===== config.mk =====
export PLATFORM = sky130hd
export DESIGN_NAME = lsu_lane_align
export DESIGN_NICKNAME = d
export VERILOG_FILES = /design/src/rtl/lsu_lane_pkg.sv /design/src/rtl/lsu_lane_decode.sv /design/src/rtl/lsu_store_lane.sv /design/src/rtl/lsu_load_lane.sv /design/src/rtl/lsu_lane_align.sv
export SDC_FILE = /design/constraint.sdc
export NUM_CORES = 1
export LEC_CHECK = 0
export CAP_MARGIN = 20
export CORE_MARGIN = 2
export CORE_UTILIZATION = 40
export CTS_BUF_LIST = sky130_fd_sc_hd__clkbuf_2 sky130_fd_sc_hd__clkbuf_4 sky130_fd_sc_hd__clkbuf_8
export CTS_CLUSTER_DIAMETER = 200
export CTS_CLUSTER_SIZE = 40
export DETAILED_ROUTE_END_ITERATION = 16
export PLACE_DENSITY = 0.82
export SLEW_MARGIN = 40
export SYNTH_ARGS = -nofsm -noshare
export SYNTH_HDL_FRONTEND = slang
export SYNTH_SLANG_ARGS = --single-unit

===== constraint.sdc =====
create_clock -name clk -period 1.7 [get_ports clk]
set_clock_uncertainty 0.15 [all_clocks]
set_input_delay 0.255 -clock clk [delete_from_list [all_inputs] [get_ports clk]]
set_output_delay 0.255 -clock clk [all_outputs]
set_load 0.005 [all_outputs]

===== src/rtl/lsu_lane_pkg.sv =====
package lsu_lane_pkg;

  typedef enum logic [2:0] {
    ST_IDLE  = 3'd0,
    ST_BYTE  = 3'd1,
    ST_HALF  = 3'd2,
    ST_WORD  = 3'd3,
    ST_LEFT  = 3'd4,
    ST_RIGHT = 3'd5
  } store_kind_e;

  typedef enum logic [2:0] {
    LD_IDLE   = 3'd0,
    LD_BYTE_S = 3'd1,
    LD_BYTE_U = 3'd2,
    LD_HALF_S = 3'd3,
    LD_HALF_U = 3'd4,
    LD_WORD   = 3'd5,
    LD_LEFT   = 3'd6,
    LD_RIGHT  = 3'd7
  } load_kind_e;

endpackage


===== src/rtl/lsu_lane_decode.sv =====
module lsu_lane_decode #(
  parameter int LANES = 4,
  localparam int OFF_W = $clog2(LANES)
) (
  input  logic [OFF_W-1:0] offset,
  output logic [LANES-1:0] lane_mask
);
  for (genvar i = 0; i < LANES; i++) begin : g_lane
    assign lane_mask[i] = (offset == OFF_W'(i));
  end
endmodule


===== src/rtl/lsu_store_lane.sv =====
module lsu_store_lane
  import lsu_lane_pkg::*;
#(
  parameter int DATA_W = 32,
  parameter int LANE_W = 8,
  localparam int LANES = DATA_W / LANE_W,
  localparam int HALVES = LANES / 2
) (
  input  store_kind_e         kind,
  input  logic [LANES-1:0]    lane_mask,
  input  logic [DATA_W-1:0]   src,
  output logic [LANES-1:0]    strb,
  output logic [DATA_W-1:0]   data
);
  logic [LANES-1:0]  left_strb, right_strb, half_strb;
  logic [DATA_W-1:0] left_term  [LANES];
  logic [DATA_W-1:0] right_term [LANES];
  logic [DATA_W-1:0] left_data, right_data;

  for (genvar k = 0; k < LANES; k++) begin : g_off
    localparam int LSH = LANE_W * (LANES - 1 - k);
    localparam int RSH = LANE_W * k;
    assign left_term[k]  = lane_mask[k] ? (src >> LSH) : '0;
    assign right_term[k] = lane_mask[k] ? (src << RSH) : '0;
    assign left_strb[k]  = |lane_mask[LANES-1:k];
    assign right_strb[k] = |lane_mask[k:0];
  end

  for (genvar p = 0; p < HALVES; p++) begin : g_half
    assign half_strb[2*p]   = lane_mask[2*p] | lane_mask[2*p+1];
    assign half_strb[2*p+1] = lane_mask[2*p] | lane_mask[2*p+1];
  end

  always_comb begin
    left_data  = '0;
    right_data = '0;
    for (int k = 0; k < LANES; k++) begin
      left_data  = left_data  | left_term[k];
      right_data = right_data | right_term[k];
    end
  end

  always_comb begin
    strb = '0;
    data = '0;
    case (kind)
      ST_BYTE: begin
        strb = lane_mask;
        data = {LANES{src[LANE_W-1:0]}};
      end
      ST_HALF: begin
        strb = half_strb;
        data = {HALVES{src[2*LANE_W-1:0]}};
      end
      ST_WORD: begin
        strb = '1;
        data = src;
      end
      ST_LEFT: begin
        strb = left_strb;
        data = left_data;
      end
      ST_RIGHT: begin
        strb = right_strb;
        data = right_data;
      end
      default: begin
        strb = '0;
        data = '0;
      end
    endcase
  end
endmodule


===== src/rtl/lsu_load_lane.sv =====
module lsu_load_lane
  import lsu_lane_pkg::*;
#(
  parameter int DATA_W = 32,
  parameter int LANE_W = 8,
  localparam int LANES = DATA_W / LANE_W,
  localparam int HALVES = LANES / 2,
  localparam int HALF_W = 2 * LANE_W
) (
  input  load_kind_e        kind,
  input  logic [LANES-1:0]  lane_mask,
  input  logic [DATA_W-1:0] mem,
  input  logic [DATA_W-1:0] prev,
  output logic [DATA_W-1:0] result
);
  logic [LANE_W-1:0] byte_term [LANES];
  logic [HALF_W-1:0] half_term [HALVES];
  logic [DATA_W-1:0] left_term  [LANES];
  logic [DATA_W-1:0] right_term [LANES];
  logic [LANE_W-1:0] sel_byte;
  logic [HALF_W-1:0] sel_half;
  logic [DATA_W-1:0] left_val, right_val;

  for (genvar k = 0; k < LANES; k++) begin : g_off
    localparam int LSH = LANE_W * (LANES - 1 - k);
    localparam int RSH = LANE_W * k;
    localparam logic [DATA_W-1:0] KEEP_LO = ~({DATA_W{1'b1}} << LSH);
    localparam logic [DATA_W-1:0] KEEP_HI = ~({DATA_W{1'b1}} >> RSH);
    assign byte_term[k]  = lane_mask[k] ? mem[LANE_W*k +: LANE_W] : '0;
    assign left_term[k]  = lane_mask[k] ? ((mem << LSH) | (prev & KEEP_LO)) : '0;
    assign right_term[k] = lane_mask[k] ? ((mem >> RSH) | (prev & KEEP_HI)) : '0;
  end

  for (genvar p = 0; p < HALVES; p++) begin : g_half
    assign half_term[p] = (lane_mask[2*p] | lane_mask[2*p+1]) ?
                          mem[HALF_W*p +: HALF_W] : '0;
  end

  always_comb begin
    sel_byte  = '0;
    sel_half  = '0;
    left_val  = '0;
    right_val = '0;
    for (int k = 0; k < LANES; k++) begin
      sel_byte  = sel_byte  | byte_term[k];
      left_val  = left_val  | left_term[k];
      right_val = right_val | right_term[k];
    end
    for (int p = 0; p < HALVES; p++) begin
      sel_half = sel_half | half_term[p];
    end
  end

  always_comb begin
    case (kind)
      LD_BYTE_S: result = {{(DATA_W-LANE_W){sel_byte[LANE_W-1]}}, sel_byte};
      LD_BYTE_U: result = {{(DATA_W-LANE_W){1'b0}}, sel_byte};
      LD_HALF_S: result = {{(DATA_W-HALF_W){sel_half[HALF_W-1]}}, sel_half};
      LD_HALF_U: result = {{(DATA_W-HALF_W){1'b0}}, sel_half};
      LD_WORD:   result = mem;
      LD_LEFT:   result = left_val;
      LD_RIGHT:  result = right_val;
      default:   result = '0;
    endcase
  end
endmodule


===== src/rtl/lsu_lane_align.sv =====
module lsu_lane_align
  import lsu_lane_pkg::*;
#(
  parameter int ADDR_W = 32,
  parameter int DATA_W = 32,
  parameter int LANE_W = 8,
  localparam int LANES = DATA_W / LANE_W,
  localparam int OFF_W = $clog2(LANES)
) (
  input  logic              clk,
  input  logic              rst,
  input  logic [2:0]        st_op,
  input  logic [2:0]        ld_op,
  input  logic [ADDR_W-1:0] eff_addr,
  input  logic [DATA_W-1:0] st_reg,
  input  logic [DATA_W-1:0] mem_rdata,
  input  logic [DATA_W-1:0] old_reg,
  output logic [ADDR_W-1:0] mem_addr,
  output logic [LANES-1:0]  wr_strb,
  output logic [DATA_W-1:0] wr_data,
  output logic [DATA_W-1:0] ld_result
);
  logic [LANES-1:0]  lane_mask;
  logic [LANES-1:0]  strb_c;
  logic [DATA_W-1:0] wdata_c, ldres_c;
  store_kind_e       st_kind;
  load_kind_e        ld_kind;

  assign st_kind = store_kind_e'(st_op);
  assign ld_kind = load_kind_e'(ld_op);

  lsu_lane_decode #(.LANES(LANES)) u_dec (
    .offset    (eff_addr[OFF_W-1:0]),
    .lane_mask (lane_mask)
  );

  lsu_store_lane #(.DATA_W(DATA_W), .LANE_W(LANE_W)) u_st (
    .kind      (st_kind),
    .lane_mask (lane_mask),
    .src       (st_reg),
    .strb      (strb_c),
    .data      (wdata_c)
  );

  lsu_load_lane #(.DATA_W(DATA_W), .LANE_W(LANE_W)) u_ld (
    .kind      (ld_kind),
    .lane_mask (lane_mask),
    .mem       (mem_rdata),
    .prev      (old_reg),
    .result    (ldres_c)
  );

  always_ff @(posedge clk) begin
    if (rst) begin
      mem_addr  <= '0;
      wr_strb   <= '0;
      wr_data   <= '0;
      ld_result <= '0;
    end else begin
      mem_addr  <= {eff_addr[ADDR_W-1:OFF_W], {OFF_W{1'b0}}};
      wr_strb   <= strb_c;
      wr_data   <= wdata_c;
      ld_result <= ldres_c;
    end
  end
endmodule


==> results.toml <==
[sta]
drv_slew = 0
period_needed_ns = 1.68
rsz0062_at_grt = "no"
setup_viol = 0
fin_ws_ns = 0.0150
period_share = 0.991
holdWs_ns = 0.276
finalHoldViolations = 0
timing.fmax_mhz = 593

[global_routing]
grt_start_max_net_pins = 32
grt_pass1_wl_mm = 32.8
first_global_vias = 6372
gr-total-overflow = 0
grt_antenna_before_repair = 0
gr-usage-all-layers = 0.285

[floorplan]
die_w_microns = 121
die_h_microns = 121
die_area_sq_um = 14600
floorplan.core_area_sq_um = 13300
start_util = 0.411
boundaryPins = 236
rows = 42

[layout]
fillers = 999
nets = 1117
area_growth_pct = 74.6
diodes = 0
drive_gt1_frac = 0.276

[logic_synthesis]
synthTopCellsByArea = "dfxtp_1, mux4_2, a22oi_1"
synth_top_area_frac = 0.359
synth-edff-count = 0
yosysWarningCount = 0
ys_seq_area_frac = 0.359
synthXorXnorAreaFrac = 0.00160
post_synth_and_or_nand_nor_area_fraction = 0.156
synth_common_cells = "dfxtp_1, nand2_1, a22oi_1"
ys_types = 62
yosys.area_share.adder = 0
ys_async_sr_fraction = 0
synthCells = 610
synth_top_family_by_area = "compound AO/OA/AOI/OAI gates"
synth_compound_area_frac = 0.284
synth-seq-cells = 98
syn_area_sq_um = 5460
post_synth.cell_area_avg_sq_um = 8.95
muxShareOfSynthArea = 0.125
ys.flop_type = "dfxtp_1"
yosysTopAreaCell = "dfxtp_1"
synth.most_common_cell = "dfxtp_1"

[run_status]
status = "finished clean"

[power_and_ir_drop]
power_leakage_nw = 3.88
ir_worst_vdd_mv = 0.449
p_per_area_nw_per_um2 = 628

[critical_path]
end_kind = "output pin"
cpPeakStageDelay_ns = 0.51
slowest_stage = "clkdlybuf4s50_1"
crit_path_start_kind = "register"
crit_family = "buffers and inverters"
cp_data_arrival_time_ns = 1.28
cp.buffers_inverters = 1
path_cells = "clkdlybuf4s50_1"
critPathRequiredTime_ns = 1.29
worstPathMaxFanout = 1
critical_path_class = "reg2out"
cp_num_cells = 1

[route]
drt-initial-drc-count = 756
avgRoutedWirePerCell_microns = 18.7
drt_first_pass_iters = 6
avgViaCountPerCell = 5.64
route.vias.total = 6557
remaining_drc_errors = 0
drtAntennaViolNets = 0
routed_wl_mm = 21.8

[min_path]
holdCritPathClass = "in2reg"
min_path_cells = 2

[place]
gp_congestion = 0.956
dpl.hpwl_mm = 16.4
io_buffers = 233
place_ws_ns = -0.508

[clock_tree]
root_buffer = "clkbuf_8"
cts_buffer_depth = 2
clock-sinks = 98
htreeDepth = 3
cts_buffers = 9
cts_tree = "done"
path_clk_slew_ns = 0.11

[run]
max_cap_viol_count = 0
## cell usage in the layout (no fill, tap or decap), types with 12 or more instances in the layout
cell             count
buf_4              170
clkdlybuf4s50_1    225
a22oi_1             43
mux2_2              16
nor2b_1             37
mux2i_1             12
mux4_2              17
a31oi_1             35
a21oi_1             32
inv_1               21
o21ai_0             35
dfxtp_1             96
nand2_1             52
nor2_1              17
buf_12              12
## area by class of cell
type / count / area [sq um] / share of cell area
repair buffers: 419 / 3880 / 0.407
multi-input cells: 431 / 3180 / 0.334
flip-flops and latches: 98 / 1960 / 0.206
well taps: 176 / 220 / 0.0231
clock buffers: 11 / 139 / 0.0146
inverters: 22 / 82.6 / 0.00866
clock inverters: 5 / 61.3 / 0.00643
## power by group
group	switching, mW	internal (mW)	total, mW
logic	0.771	1.12	1.90
registers	0.0447	2.44	2.48
clock network	0.889	0.726	1.62
total	1.70	4.29	5.99
## layer usage
metal / routed length (microns) / track usage / vias up
met5: 0 / 0 / -
met4: 611 / 0.108 / 0
met1: 8870 / 0.379 / 3065
li1: - / - / 3021
met3: 2160 / 0.0458 / 60
met2: 10100 / 0.464 / 411
## logic make-up (layout without fill, tap and decap cells)
family,after synthesis,in the layout
xor gates and xnor gates,1,1
other,1,2
and+or+nand+nor,158,158
muxes,45,45
DFF,98,98
buffers and inverters,82,457
AOI/OAI and AO/OA,225,225
## timing repair
| action | in CTS | in global routing |
|---|---|---|
| setup endpoints to repair | 9 | 44 |
| gates resized for setup | 7 | 20 |
| endpoints found under the hold margin | 0 | 0 |
| setup buffers | 0 | 0 |
| pin swaps | 0 | 8 |
| cloned | 0 | 2 |
| hold buffers | 0 | 0 |
## state kept, by name (all words and copies together) (netlist names)
register / flops
mem_addr: 30
wr_strb: 4
ld_result: 32
wr_data: 32
## per-stage QoR
step / std cells / power, mW / setup TNS [ns] / cell area [sq um] / utilization
floorplan: 611 / 3.21 / -0.0141 / 5470 / -
global placement: 1144 / 4.35 / -20.18 / 9240 / 0.695
detailed placement: 1144 / 4.37 / -22.24 / 9240 / 0.695
CTS: 1160 / 5.97 / 0 / 9450 / 0.711
global route: 1162 / 6.23 / 0 / 9530 / 0.717
finish: 1162 / 5.99 / 0 / 9530 / 0.717
## worst paths after layout
check,from,end,slack (ns)
setup / recovery,wr_strb[3]$_SDFF_PP0_,wr_strb[3],0.02
hold / removal,eff_addr[19],mem_addr[19]$_SDFF_PP0_,0.28
Power figures use the tool's default switching activity.
